==> src/rtl/amute_pkg.sv <==
// Shared types and constant functions for the auto-mute sequencer.
// Assumes the filter configuration is a flat word whose fields are all
// sensitive, so any change to it must be applied while muted.
package amute_pkg;

    typedef enum logic [1:0] {
        SQ_IDLE  = 2'd0,
        SQ_FALL  = 2'd1,
        SQ_FLOOR = 2'd2,
        SQ_RISE  = 2'd3
    } sq_state_e;

    typedef struct packed {
        logic [1:0] loud_fc;
        logic       loud_hiboost;
        logic [1:0] treb_fc;
        logic [1:0] mid_fc;
        logic       mid_q;
        logic [2:0] bass_fc;
        logic [1:0] bass_q;
        logic       bass_dcmode;
        logic [2:0] lowp_fc;
        logic       lowp_invert;
        logic [2:0] highp_fc;
        logic       highp_invert;
    } filt_cfg_t;

    localparam int CFG_W = $bits(filt_cfg_t);

    // S-curve (smoothstep) level at phase i of steps, scaled to gmax.
    function automatic longint s_level(longint i, longint steps, longint gmax);
        return (gmax * (3 * i * i * steps - 2 * i * i * i)) / (steps * steps * steps);
    endfunction

    // Ramp length in half-millisecond units for each select code.
    function automatic int span_units(logic [1:0] sel);
        case (sel)
            2'd0:    return 1;
            2'd1:    return 8;
            2'd2:    return 16;
            default: return 32;
        endcase
    endfunction

endpackage

==> src/rtl/amute_ramp.sv <==
// Phase counter and S-curve table for the soft-mute gain.
// Assumes go_down is only issued at the top and go_up only at the floor;
// a ramp in progress ignores further start requests and always completes.
module amute_ramp
    import amute_pkg::*;
#(
    parameter int STEPS             = 16,
    parameter int GAIN_W            = 10,
    parameter int TICKS_PER_HALF_MS = 16
) (
    input  logic              clk,
    input  logic              rst_n,
    input  logic              tick,
    input  logic [1:0]        sel,
    input  logic              go_down,
    input  logic              go_up,
    output logic [GAIN_W-1:0] gain,
    output logic              busy
);
    localparam int     PH_W      = $clog2(STEPS + 1);
    localparam int     TPS_UNIT  = TICKS_PER_HALF_MS / STEPS;
    localparam int     MAX_PER   = 32 * TPS_UNIT;
    localparam int     CNT_W     = $clog2(MAX_PER + 1);
    localparam longint GMAX      = (longint'(1) << GAIN_W) - 1;

    logic [PH_W-1:0]   phase;
    logic              dir_up;
    logic              running;
    logic [CNT_W-1:0]  cnt;
    logic [CNT_W-1:0]  per_step;
    logic              last_step;
    logic [GAIN_W-1:0] lut [STEPS+1];

    // One table entry per phase, computed at elaboration.
    for (genvar g = 0; g <= STEPS; g++) begin : g_lut
        assign lut[g] = GAIN_W'(s_level(g, STEPS, GMAX));
    end

    // Flags the step that ends the current ramp.
    always_comb begin
        last_step = dir_up ? (phase == PH_W'(STEPS - 1)) : (phase == PH_W'(1));
    end

    // Starts a ramp, then steps the phase once per per_step ticks.
    always_ff @(posedge clk) begin
        if (!rst_n) begin
            phase    <= PH_W'(STEPS);
            dir_up   <= 1'b0;
            running  <= 1'b0;
            cnt      <= '0;
            per_step <= CNT_W'(TPS_UNIT);
        end else if (!running && (go_down || go_up)) begin
            running  <= 1'b1;
            dir_up   <= go_up;
            cnt      <= '0;
            per_step <= CNT_W'(span_units(sel) * TPS_UNIT);
        end else if (running && tick) begin
            if (cnt == per_step - CNT_W'(1)) begin
                cnt   <= '0;
                phase <= dir_up ? phase + PH_W'(1) : phase - PH_W'(1);
                if (last_step) begin
                    running <= 1'b0;
                end
            end else begin
                cnt <= cnt + CNT_W'(1);
            end
        end
    end

    // Gain is the table entry of the present phase.
    always_comb begin
        gain = lut[phase];
        busy = running;
    end

endmodule

==> src/rtl/amute_shadow.sv <==
// Shadow and active copies of the filter configuration.
// Assumes apply is raised only when the path is silent or auto-mute is off;
// a write in the same cycle as apply is applied directly.
module amute_shadow
    import amute_pkg::*;
(
    input  logic             clk,
    input  logic             rst_n,
    input  logic             wr_en,
    input  logic [CFG_W-1:0] wr_cfg,
    input  logic             apply,
    output logic [CFG_W-1:0] active_cfg,
    output logic             pending
);
    logic [CFG_W-1:0] shadow;
    logic [CFG_W-1:0] next_shadow;

    // The newest value, including a write in this cycle.
    always_comb begin
        next_shadow = wr_en ? wr_cfg : shadow;
    end

    // Captures every write; the last one wins.
    always_ff @(posedge clk) begin
        if (!rst_n) begin
            shadow <= '0;
        end else begin
            shadow <= next_shadow;
        end
    end

    // Copies the newest value into force when allowed.
    always_ff @(posedge clk) begin
        if (!rst_n) begin
            active_cfg <= '0;
        end else if (apply) begin
            active_cfg <= next_shadow;
        end
    end

    // A held value differs from the one in force.
    always_comb begin
        pending = (shadow != active_cfg);
    end

endmodule

==> src/rtl/amute_fsm.sv <==
// Sequencer: idle, fall to silence, floor (apply), rise back to unity.
// Assumes the ramp raises busy on the edge after a start request and
// drops it on the edge that completes the last step.
module amute_fsm
    import amute_pkg::*;
(
    input  logic      clk,
    input  logic      rst_n,
    input  logic      auto_en,
    input  logic      mute_req,
    input  logic      pending,
    input  logic      ramp_busy,
    output logic      go_down,
    output logic      go_up,
    output logic      apply,
    output logic      busy_flag,
    output sq_state_e state
);
    sq_state_e nxt;

    // Chooses the next state and the one-cycle controls.
    always_comb begin
        nxt     = state;
        go_down = 1'b0;
        go_up   = 1'b0;
        apply   = 1'b0;
        case (state)
            SQ_IDLE: begin
                apply = !auto_en;
                if (mute_req || (auto_en && pending)) begin
                    go_down = 1'b1;
                    nxt     = SQ_FALL;
                end
            end
            SQ_FALL: begin
                if (!ramp_busy) begin
                    nxt = SQ_FLOOR;
                end
            end
            SQ_FLOOR: begin
                apply = 1'b1;
                if (!mute_req) begin
                    go_up = 1'b1;
                    nxt   = SQ_RISE;
                end
            end
            default: begin
                if (!ramp_busy) begin
                    nxt = SQ_IDLE;
                end
            end
        endcase
    end

    // Holds the sequencer state.
    always_ff @(posedge clk) begin
        if (!rst_n) begin
            state <= SQ_IDLE;
        end else begin
            state <= nxt;
        end
    end

    // Status is high outside idle.
    always_comb begin
        busy_flag = (state != SQ_IDLE);
    end

endmodule

==> src/rtl/automute_seq.sv <==
// Top of the auto-mute filter update sequencer.
// Assumes tick is synchronous to clk and TICKS_PER_HALF_MS is a multiple
// of STEPS; the mute request is the OR of pin and register sources.
module automute_seq
    import amute_pkg::*;
#(
    parameter int STEPS             = 16,
    parameter int GAIN_W            = 10,
    parameter int TICKS_PER_HALF_MS = 16
) (
    input  logic              clk,
    input  logic              rst_n,
    input  logic              tick,
    input  logic [1:0]        ramp_sel,
    input  logic              auto_en,
    input  logic              pin_mute,
    input  logic              reg_mute,
    input  logic              cfg_wr,
    input  logic [CFG_W-1:0]  cfg_data,
    output logic [GAIN_W-1:0] gain,
    output logic [CFG_W-1:0]  active_cfg,
    output logic              mute_busy
);
    logic      mute_req;
    logic      go_down;
    logic      go_up;
    logic      apply;
    logic      pending;
    logic      ramp_busy;
    sq_state_e sq_state;

    // Either source may request a mute.
    always_comb begin
        mute_req = pin_mute | reg_mute;
    end

    amute_ramp #(
        .STEPS            (STEPS),
        .GAIN_W           (GAIN_W),
        .TICKS_PER_HALF_MS(TICKS_PER_HALF_MS)
    ) u_ramp (
        .clk    (clk),
        .rst_n  (rst_n),
        .tick   (tick),
        .sel    (ramp_sel),
        .go_down(go_down),
        .go_up  (go_up),
        .gain   (gain),
        .busy   (ramp_busy)
    );

    amute_shadow u_shadow (
        .clk       (clk),
        .rst_n     (rst_n),
        .wr_en     (cfg_wr),
        .wr_cfg    (cfg_data),
        .apply     (apply),
        .active_cfg(active_cfg),
        .pending   (pending)
    );

    amute_fsm u_fsm (
        .clk      (clk),
        .rst_n    (rst_n),
        .auto_en  (auto_en),
        .mute_req (mute_req),
        .pending  (pending),
        .ramp_busy(ramp_busy),
        .go_down  (go_down),
        .go_up    (go_up),
        .apply    (apply),
        .busy_flag(mute_busy),
        .state    (sq_state)
    );

endmodule

==> config.mk <==
export PLATFORM = sky130hd
export DESIGN_NAME = automute_seq
export DESIGN_NICKNAME = d
export VERILOG_FILES = /design/src/rtl/amute_pkg.sv /design/src/rtl/amute_ramp.sv /design/src/rtl/amute_shadow.sv /design/src/rtl/amute_fsm.sv /design/src/rtl/automute_seq.sv
export SDC_FILE = /design/constraint.sdc
export NUM_CORES = 1
export LEC_CHECK = 0
export BUFFER_PORTS_ARGS = -buffer_cell sky130_fd_sc_hd__buf_4
export CAP_MARGIN = 25
export CELL_PAD_IN_SITES_DETAIL_PLACEMENT = 0
export CELL_PAD_IN_SITES_GLOBAL_PLACEMENT = 1
export CORE_MARGIN = 2
export CORE_UTILIZATION = 30
export CTS_CLUSTER_DIAMETER = 30
export DETAILED_ROUTE_END_ITERATION = 8
export GPL_ROUTABILITY_DRIVEN = 0
export MAX_ROUTING_LAYER = met4
export PLACE_DENSITY_LB_ADDON = 0.25
export SYNTH_ARGS = -nofsm -noshare
export SYNTH_HDL_FRONTEND = slang
export SYNTH_SLANG_ARGS = --single-unit
export TNS_END_PERCENT = 5
==> constraint.sdc <==
create_clock -name clk -period 2.6 [get_ports clk]
set_input_delay 0.26 -clock clk [delete_from_list [all_inputs] [get_ports clk]]
set_output_delay 0.26 -clock clk [all_outputs]
set_load 0.005 [all_outputs]
# Yosys cells after proc, flatten, opt, wreduce, memory -nomap -nowiden
# Memory sizes are Yosys's and may differ from the RTL's.
# Cells that the tools add are included.
op_classes:
  n_addsub: 4
  magnitude_cmp: 1
  eq_ne: 12
  muxes: 21
  n_bitwise: 4
  reduce_logical: 17
ops:
  columns: ["cell", "n"]
  rows:
  - ["22-bit two-way mux", 1]
  - ["22-bit inequality test", 1]
  - ["10-bit two-way mux", 2]
  - ["6-bit one-hot mux with 3 select lines", 1]
  - ["1-bit two-way mux", 9]
  - ["2-bit two-way mux", 4]
  - ["2-bit nonzero test", 4]
  - ["6-bit by 1-bit adder with 6-bit output, second input constant", 1]
  - ["6-bit == test", 1]
  - ["6-bit >= comparator, second input constant", 1]
  - ["6-bit two-way mux", 1]
  - ["5-bit NOT with 6-bit output", 1]
  - ["2-bit one-hot mux with 3 select lines", 1]
  - ["3-bit AND reduction", 2]
  - ["6-bit by 1-bit subtractor with 6-bit output, second input constant", 1]
  - ["5-bit by 1-bit adder with 5-bit output, second input constant", 1]
  - ["5-bit by 1-bit == test with 1-bit output, second input constant", 1]
  - ["5-bit by 4-bit == test with 1-bit output, second input constant", 1]
  - ["5-bit two-way mux", 1]
  - ["5-bit by 1-bit subtractor with 5-bit output, second input constant", 1]
  - ["2-bit by 1-bit == test with 1-bit output, second input constant", 2]
  - ["2-bit == test, second input constant", 2]
  - ["2-bit logical NOT", 2]
  - ["2-bit inequality test, second input constant", 2]
  - ["10 further kinds", 15]
word_totals:
  register_bits: 65
  rom_bits: 320
  inputBits: 31
  out_inout_bits: 33
  elab_cells: 68
  mem_count: 1
memory_table:
  columns: ["name", "depth", "word_bits", "rd", "rd_ports_with_merged_regs", "wr", "line_no", "rtl"]
  rows:
  - ["(name not given)", 32, 10, 1, 0, 0, "amute_ramp.sv:72", "gain = lut[phase];"]

# Longest topological paths before layout
logic_depth:
  word_depth: 9
  mapped_depth: 8
  ltp_nobuf: 7

# Hierarchy
# From an unflattened synthesis, not the netlist that was laid out.
hier_totals:
  hier_cells: 351
  hier_area_um2: 3353.2
modules_own_cells:
  columns: ["mod", "instances", "cells_per_inst", "area_per_inst_um2", "seq_area_each_um2"]
  rows:
  - ["amute_shadow", 1, 174, 1856.8, 880.8]
  - ["amute_ramp", 1, 157, 1331.3, 340.3]
  - ["amute_fsm", 1, 19, 158.9, 40.0]
  - ["automute_seq", 1, 1, 6.3, 0.0]

# Worst setup path before layout
# Ideal clock, no wire load.
synth_path:
  path_kind: "reg2reg"
  start: "register u_ramp.cnt[0]"
  end: "register u_ramp.phase[4]"
  setup_time_ps: 138
  arrival_ps: 1670
  required_time_ps: 2462
  path_slack_ps: 792
  path_stages_with_launch: 6
  n_path_buf: 0
  synth_period_minus_slack_ps: 1808
  path_cell_list: "dfxtp_1 > or4b_1 > a211oi_2 > nand2_1 > nor2_1 > a31oi_2"
synth_via:
  elab_chain_cells: 2
synth_lines:
  columns: ["item", "line_no", "rtl"]
  rows:
  - ["start: declaration", "amute_ramp.sv:29", "logic [CNT_W-1:0] cnt;"]
  - ["start signal: assignment", "amute_ramp.sv:65", "cnt <= cnt + CNT_W'(1);"]
  - ["6-bit == test", "amute_ramp.sv:58", "if (cnt == per_step - CNT_W'(1)) begin"]
  - ["3-bit AND reduction (no line)", null, null]
  - ["end signal: assignment", "amute_ramp.sv:47", "phase <= PH_W'(STEPS);"]
  - ["end signal: assignment", "amute_ramp.sv:60", "phase <= dir_up ? phase + PH_W'(1) : phase - PH_W'(1);"]
  - ["end: declaration", "amute_ramp.sv:26", "logic [PH_W-1:0] phase;"]
# Every way passes these cells.
# A chain may end at the register's enable or synchronous reset.

# Final worst setup path
layout_path:
  start: "register u_ramp.phase[0]"
  end: "output gain[0]"
layout_via:
  elab_chain_cells: 4
layout_lines:
  columns: ["item", "line_no", "rtl"]
  rows:
  - ["5-bit NOT with 6-bit output (not written as such)", "amute_ramp.sv:72", null]
  - ["memory read 32 x 10 bit", null, null]
  - ["10-bit two-way mux (not written as such) (2 in series)", "amute_ramp.sv:72", null]
  - ["end: declaration", "automute_seq.sv:20", "output logic [GAIN_W-1:0] gain,"]
# Every way passes these cells. The select of a mux whose other input is x is not followed.

==> flow_summary.toml <==
[run_status]
status = "finished, final reports clean"

[synth]
synth-simple-area-share = 0.183
syn_area_per_cell_um2 = 9.11
yosysWarnings = 0
ys.flop_type = "dfxtp_1"
synth_fp_nets = 409
synth_compound_area_frac = 0.161
async_flop_share = 0
synthAdderAreaFrac = 0.0528
synth_area_um2 = 3320
synthCells = 364
synth_edf_count = 0
yosysSeqAreaShare = 0.380
synthMuxAreaShare = 0.0969
ys_types = 46
ys_ff_latch = 63
synth-xor-area-share = 0.0890
synth_top_family_by_area = "simple AND/OR/NAND/NOR gates"

[global_route]
grt_pass1_vias = 2606
grt_pass1_wl_um = 12700
grt_max_degree = 45
antenna_found_initial = 0
grt_usage = 0.141
grt-ovfl-total = 0

[floorplanning]
core_area_um2 = 10800
start_util = 0.307
die_area_um2 = 11900
pin_count = 64
num_rows = 38
fp.dieH_um = 109
die_w_um = 109

[final_layout]
syn_to_final_growth_pct = 23.8
multi_input_area_um2 = 1930
num-nets-final = 466
final.fill_count = 1120
n_antenna_cell = 0
drive_above_1_share = 0.209
ff_latch_area_um2 = 1260

[power_and_ir_drop]
total_power_w = 0.00373
seq_power_share = 0.369
p_sw_w = 0.00135
vdd_drop_max_uv = 380
internal-power_w = 0.00238
p_leak_nw = 1.90
p_per_area_nw_per_um2 = 909
switching_share = 0.363
p_comb_frac = 0.406
clkPwrFrac = 0.225

[job]
cap_violations = 0

[routing]
vias = 2731
drc = 0
ant_nets = 0
viasPerCell = 4.83
drtIter0Drc = 149
dr.pass1.iters = 7
wl_per_cell_um = 13.7
totalWireLength_um = 7760

[cts]
cts.sinks = 63
postCtsHoldBufs = 0
clk_latency_ns = 0.34
h-tree-depth = 3
cts_tree = "done"
path_clk_slew_ns = 0.07
numCtsBuffers = 9
cts_root_buf = "clkbuf_8"
post-cts-setup-buffer-count = 0
max-clock-path-buffers = 2
cts-resized-gates = 0

[timing]
rsz0062_at_grt = "no"
worst_pin_slew_ns = 0.610
setup-violations-final = 0
fin_tns_setup_ns = 0
fin_crit_ns = 2.15
hold_viol_final = 0
fin_skew_ns = 0.00810
max_slew_margin = 0.593
layout_worst_path_cycle_share = 0.827
fmax_ghz = 0.465
timing.final.max_slew_violations = 0

[hold_path]
hold_path.class = "in2reg"

[critical_path]
cp_data_arrival_time_ns = 1.89
max_stage_delay_ns = 0.49
setup.worst_path.end_class = "output pin"
worstPathCellList = "inv_1 > ha_1 > nor2_1 > a21oi_1 > o21ai_0 > nand2_1 > buf_4"
cp_top_family = "flip-flops"
crit_path_start_kind = "register"
cp_num_buf_inv = 2
critical_path_class = "reg2out"
r2r_setup_slack_ns = 0.64
required_ns = 2.34
cp_slowest_cell = "dfxtp_1"
worst-path-max-fanout = 7

[place]
io_buffers = 63
post-dp-hpwl_um = 5480
==> final timing paths <==
check,from,to,cells after the start
worst max-delay path,u_ramp.phase[0],gain[0],7
worst min-delay path,cfg_data[17],u_shadow.shadow[17],3
worst max register to register,u_ramp.cnt[0],u_ramp.phase[4],5
worst min register to register,u_ramp.per_step[5],u_ramp.per_step[5],2
==> kinds of logic (layout without fill, tap and decap cells) <==
family / Yosys count / in the layout
DFF: 63 / 63
and+or+nand+nor: 120 / 120
AOI/OAI and AO/OA: 70 / 70
muxes: 32 / 32
buffers and inverters: 33 / 95
xor gates and xnor gates: 32 / 32
adders and majority gates: 14 / 14
==> sequential cells by signal, summed over array words and instances, names as in the netlist <==
register             flops
u_ramp.busy              1
u_ramp.phase             5
u_ramp.per_step          4
u_ramp.cnt               6
u_ramp.dir_up            1
u_shadow.shadow         22
u_shadow.active_cfg     22
u_fsm.state              2
==> per-stage QoR <==
| step | cell area, µm² | std cells | hold slack, ns | utilization | worst slack (ns) |
|---|---|---|---|---|---|
| 6_report | 4110 | 566 | 0.201 | 0.380 | 0.451 |
| 3_5_place_dp | 3920 | 550 | 0.471 | 0.363 | 0.642 |
| 4_1_cts | 4110 | 566 | 0.181 | 0.380 | 0.416 |
| 5_1_grt | 4110 | 566 | 0.201 | 0.380 | 0.285 |
| 2_1_floorplan | 3320 | 364 | 0.411 | - | 0.792 |
| 3_3_place_gp | 3920 | 550 | 0.470 | 0.363 | 0.673 |
==> cells in the mapped netlist, types with 2 or more instances <==
| cell type | n | area (µm²) |
|---|---|---|
| a31oi_1 | 2 | 12.5 |
| xnor2_1 | 26 | 228 |
| nand3b_1 | 3 | 22.5 |
| nand3_1 | 4 | 20.0 |
| o211a_1 | 23 | 230 |
| o21ai_0 | 16 | 80.1 |
| nand4_1 | 9 | 56.3 |
| mux2i_1 | 31 | 310 |
| nand2b_1 | 3 | 18.8 |
| nor2_1 | 14 | 52.6 |
| o22ai_1 | 2 | 12.5 |
| inv_1 | 11 | 41.3 |
| nor4_1 | 4 | 25.0 |
| nor3_1 | 2 | 10.0 |
| a211oi_1 | 3 | 22.5 |
| nand2_1 | 51 | 191 |
| and2_1 | 3 | 18.8 |
| dfxtp_1 | 63 | 1260 |
| xor2_1 | 5 | 43.8 |
| clkbuf_1 | 19 | 71.3 |
| nor2b_1 | 22 | 138 |
| o211ai_1 | 3 | 22.5 |
| a21oi_1 | 9 | 45.0 |
| ha_1 | 14 | 175 |
==> per-layer routing <==
metal	share of wire	GRT usage	vias to the layer above
li1	-	-	1391
met1	0.47	0.178	1274
met2	0.47	0.220	57
met3	0.050	0.0329	9
met4	0.013	0.0522	0
met5	0	-	-
==> area by class of cell <==
| cell class | instances | share of cell area |
|---|---|---|
| inverters | 12 | 0.0110 |
| flip-flops and latches | 63 | 0.307 |
| clock inverters | 4 | 0.0110 |
| well taps | 140 | 0.0427 |
| multi-input cells | 268 | 0.470 |
| repair buffers | 67 | 0.123 |
| clock buffers | 12 | 0.0354 |
==> layout by cell type, fill, tap and decap left out, types with 2 or more instances in the layout <==
cell / count
buf_4: 67
dfxtp_1: 63
nand2_1: 51
mux2i_1: 31
xnor2_1: 26
o211a_1: 23
nor2b_1: 22
o21ai_0: 16
nor2_1: 14
ha_1: 14
inv_1: 11
clkbuf_8: 10
a21oi_1: 9
nand4_1: 9
xor2_1: 5
nand3_1: 4
nor4_1: 4
o211ai_1: 3
nand2b_1: 3
and2_1: 3
a211oi_1: 3
nand3b_1: 3
clkinv_2: 3
nor3_1: 2
a31oi_1: 2
o22ai_1: 2
clkbuf_1: 2
==> power groups by stage <==
stage	sequential (W)	combinational [W]	clock, W
after floorplan	0.00134	0.00105	0
after global placement	0.00139	0.00153	0
after detailed placement	0.00140	0.00154	0
after CTS	0.00138	0.00155	0.000874
after global routing	0.00141	0.00171	0.000917
final	0.00138	0.00152	0.000839
==> tightest hold or removal path: stages <==
cell	delay [ns]
buf_4	0.08
mux2i_1	0.07
nor2b_1	0.10
No activity file was read; power rests on OpenSTA's default activity.
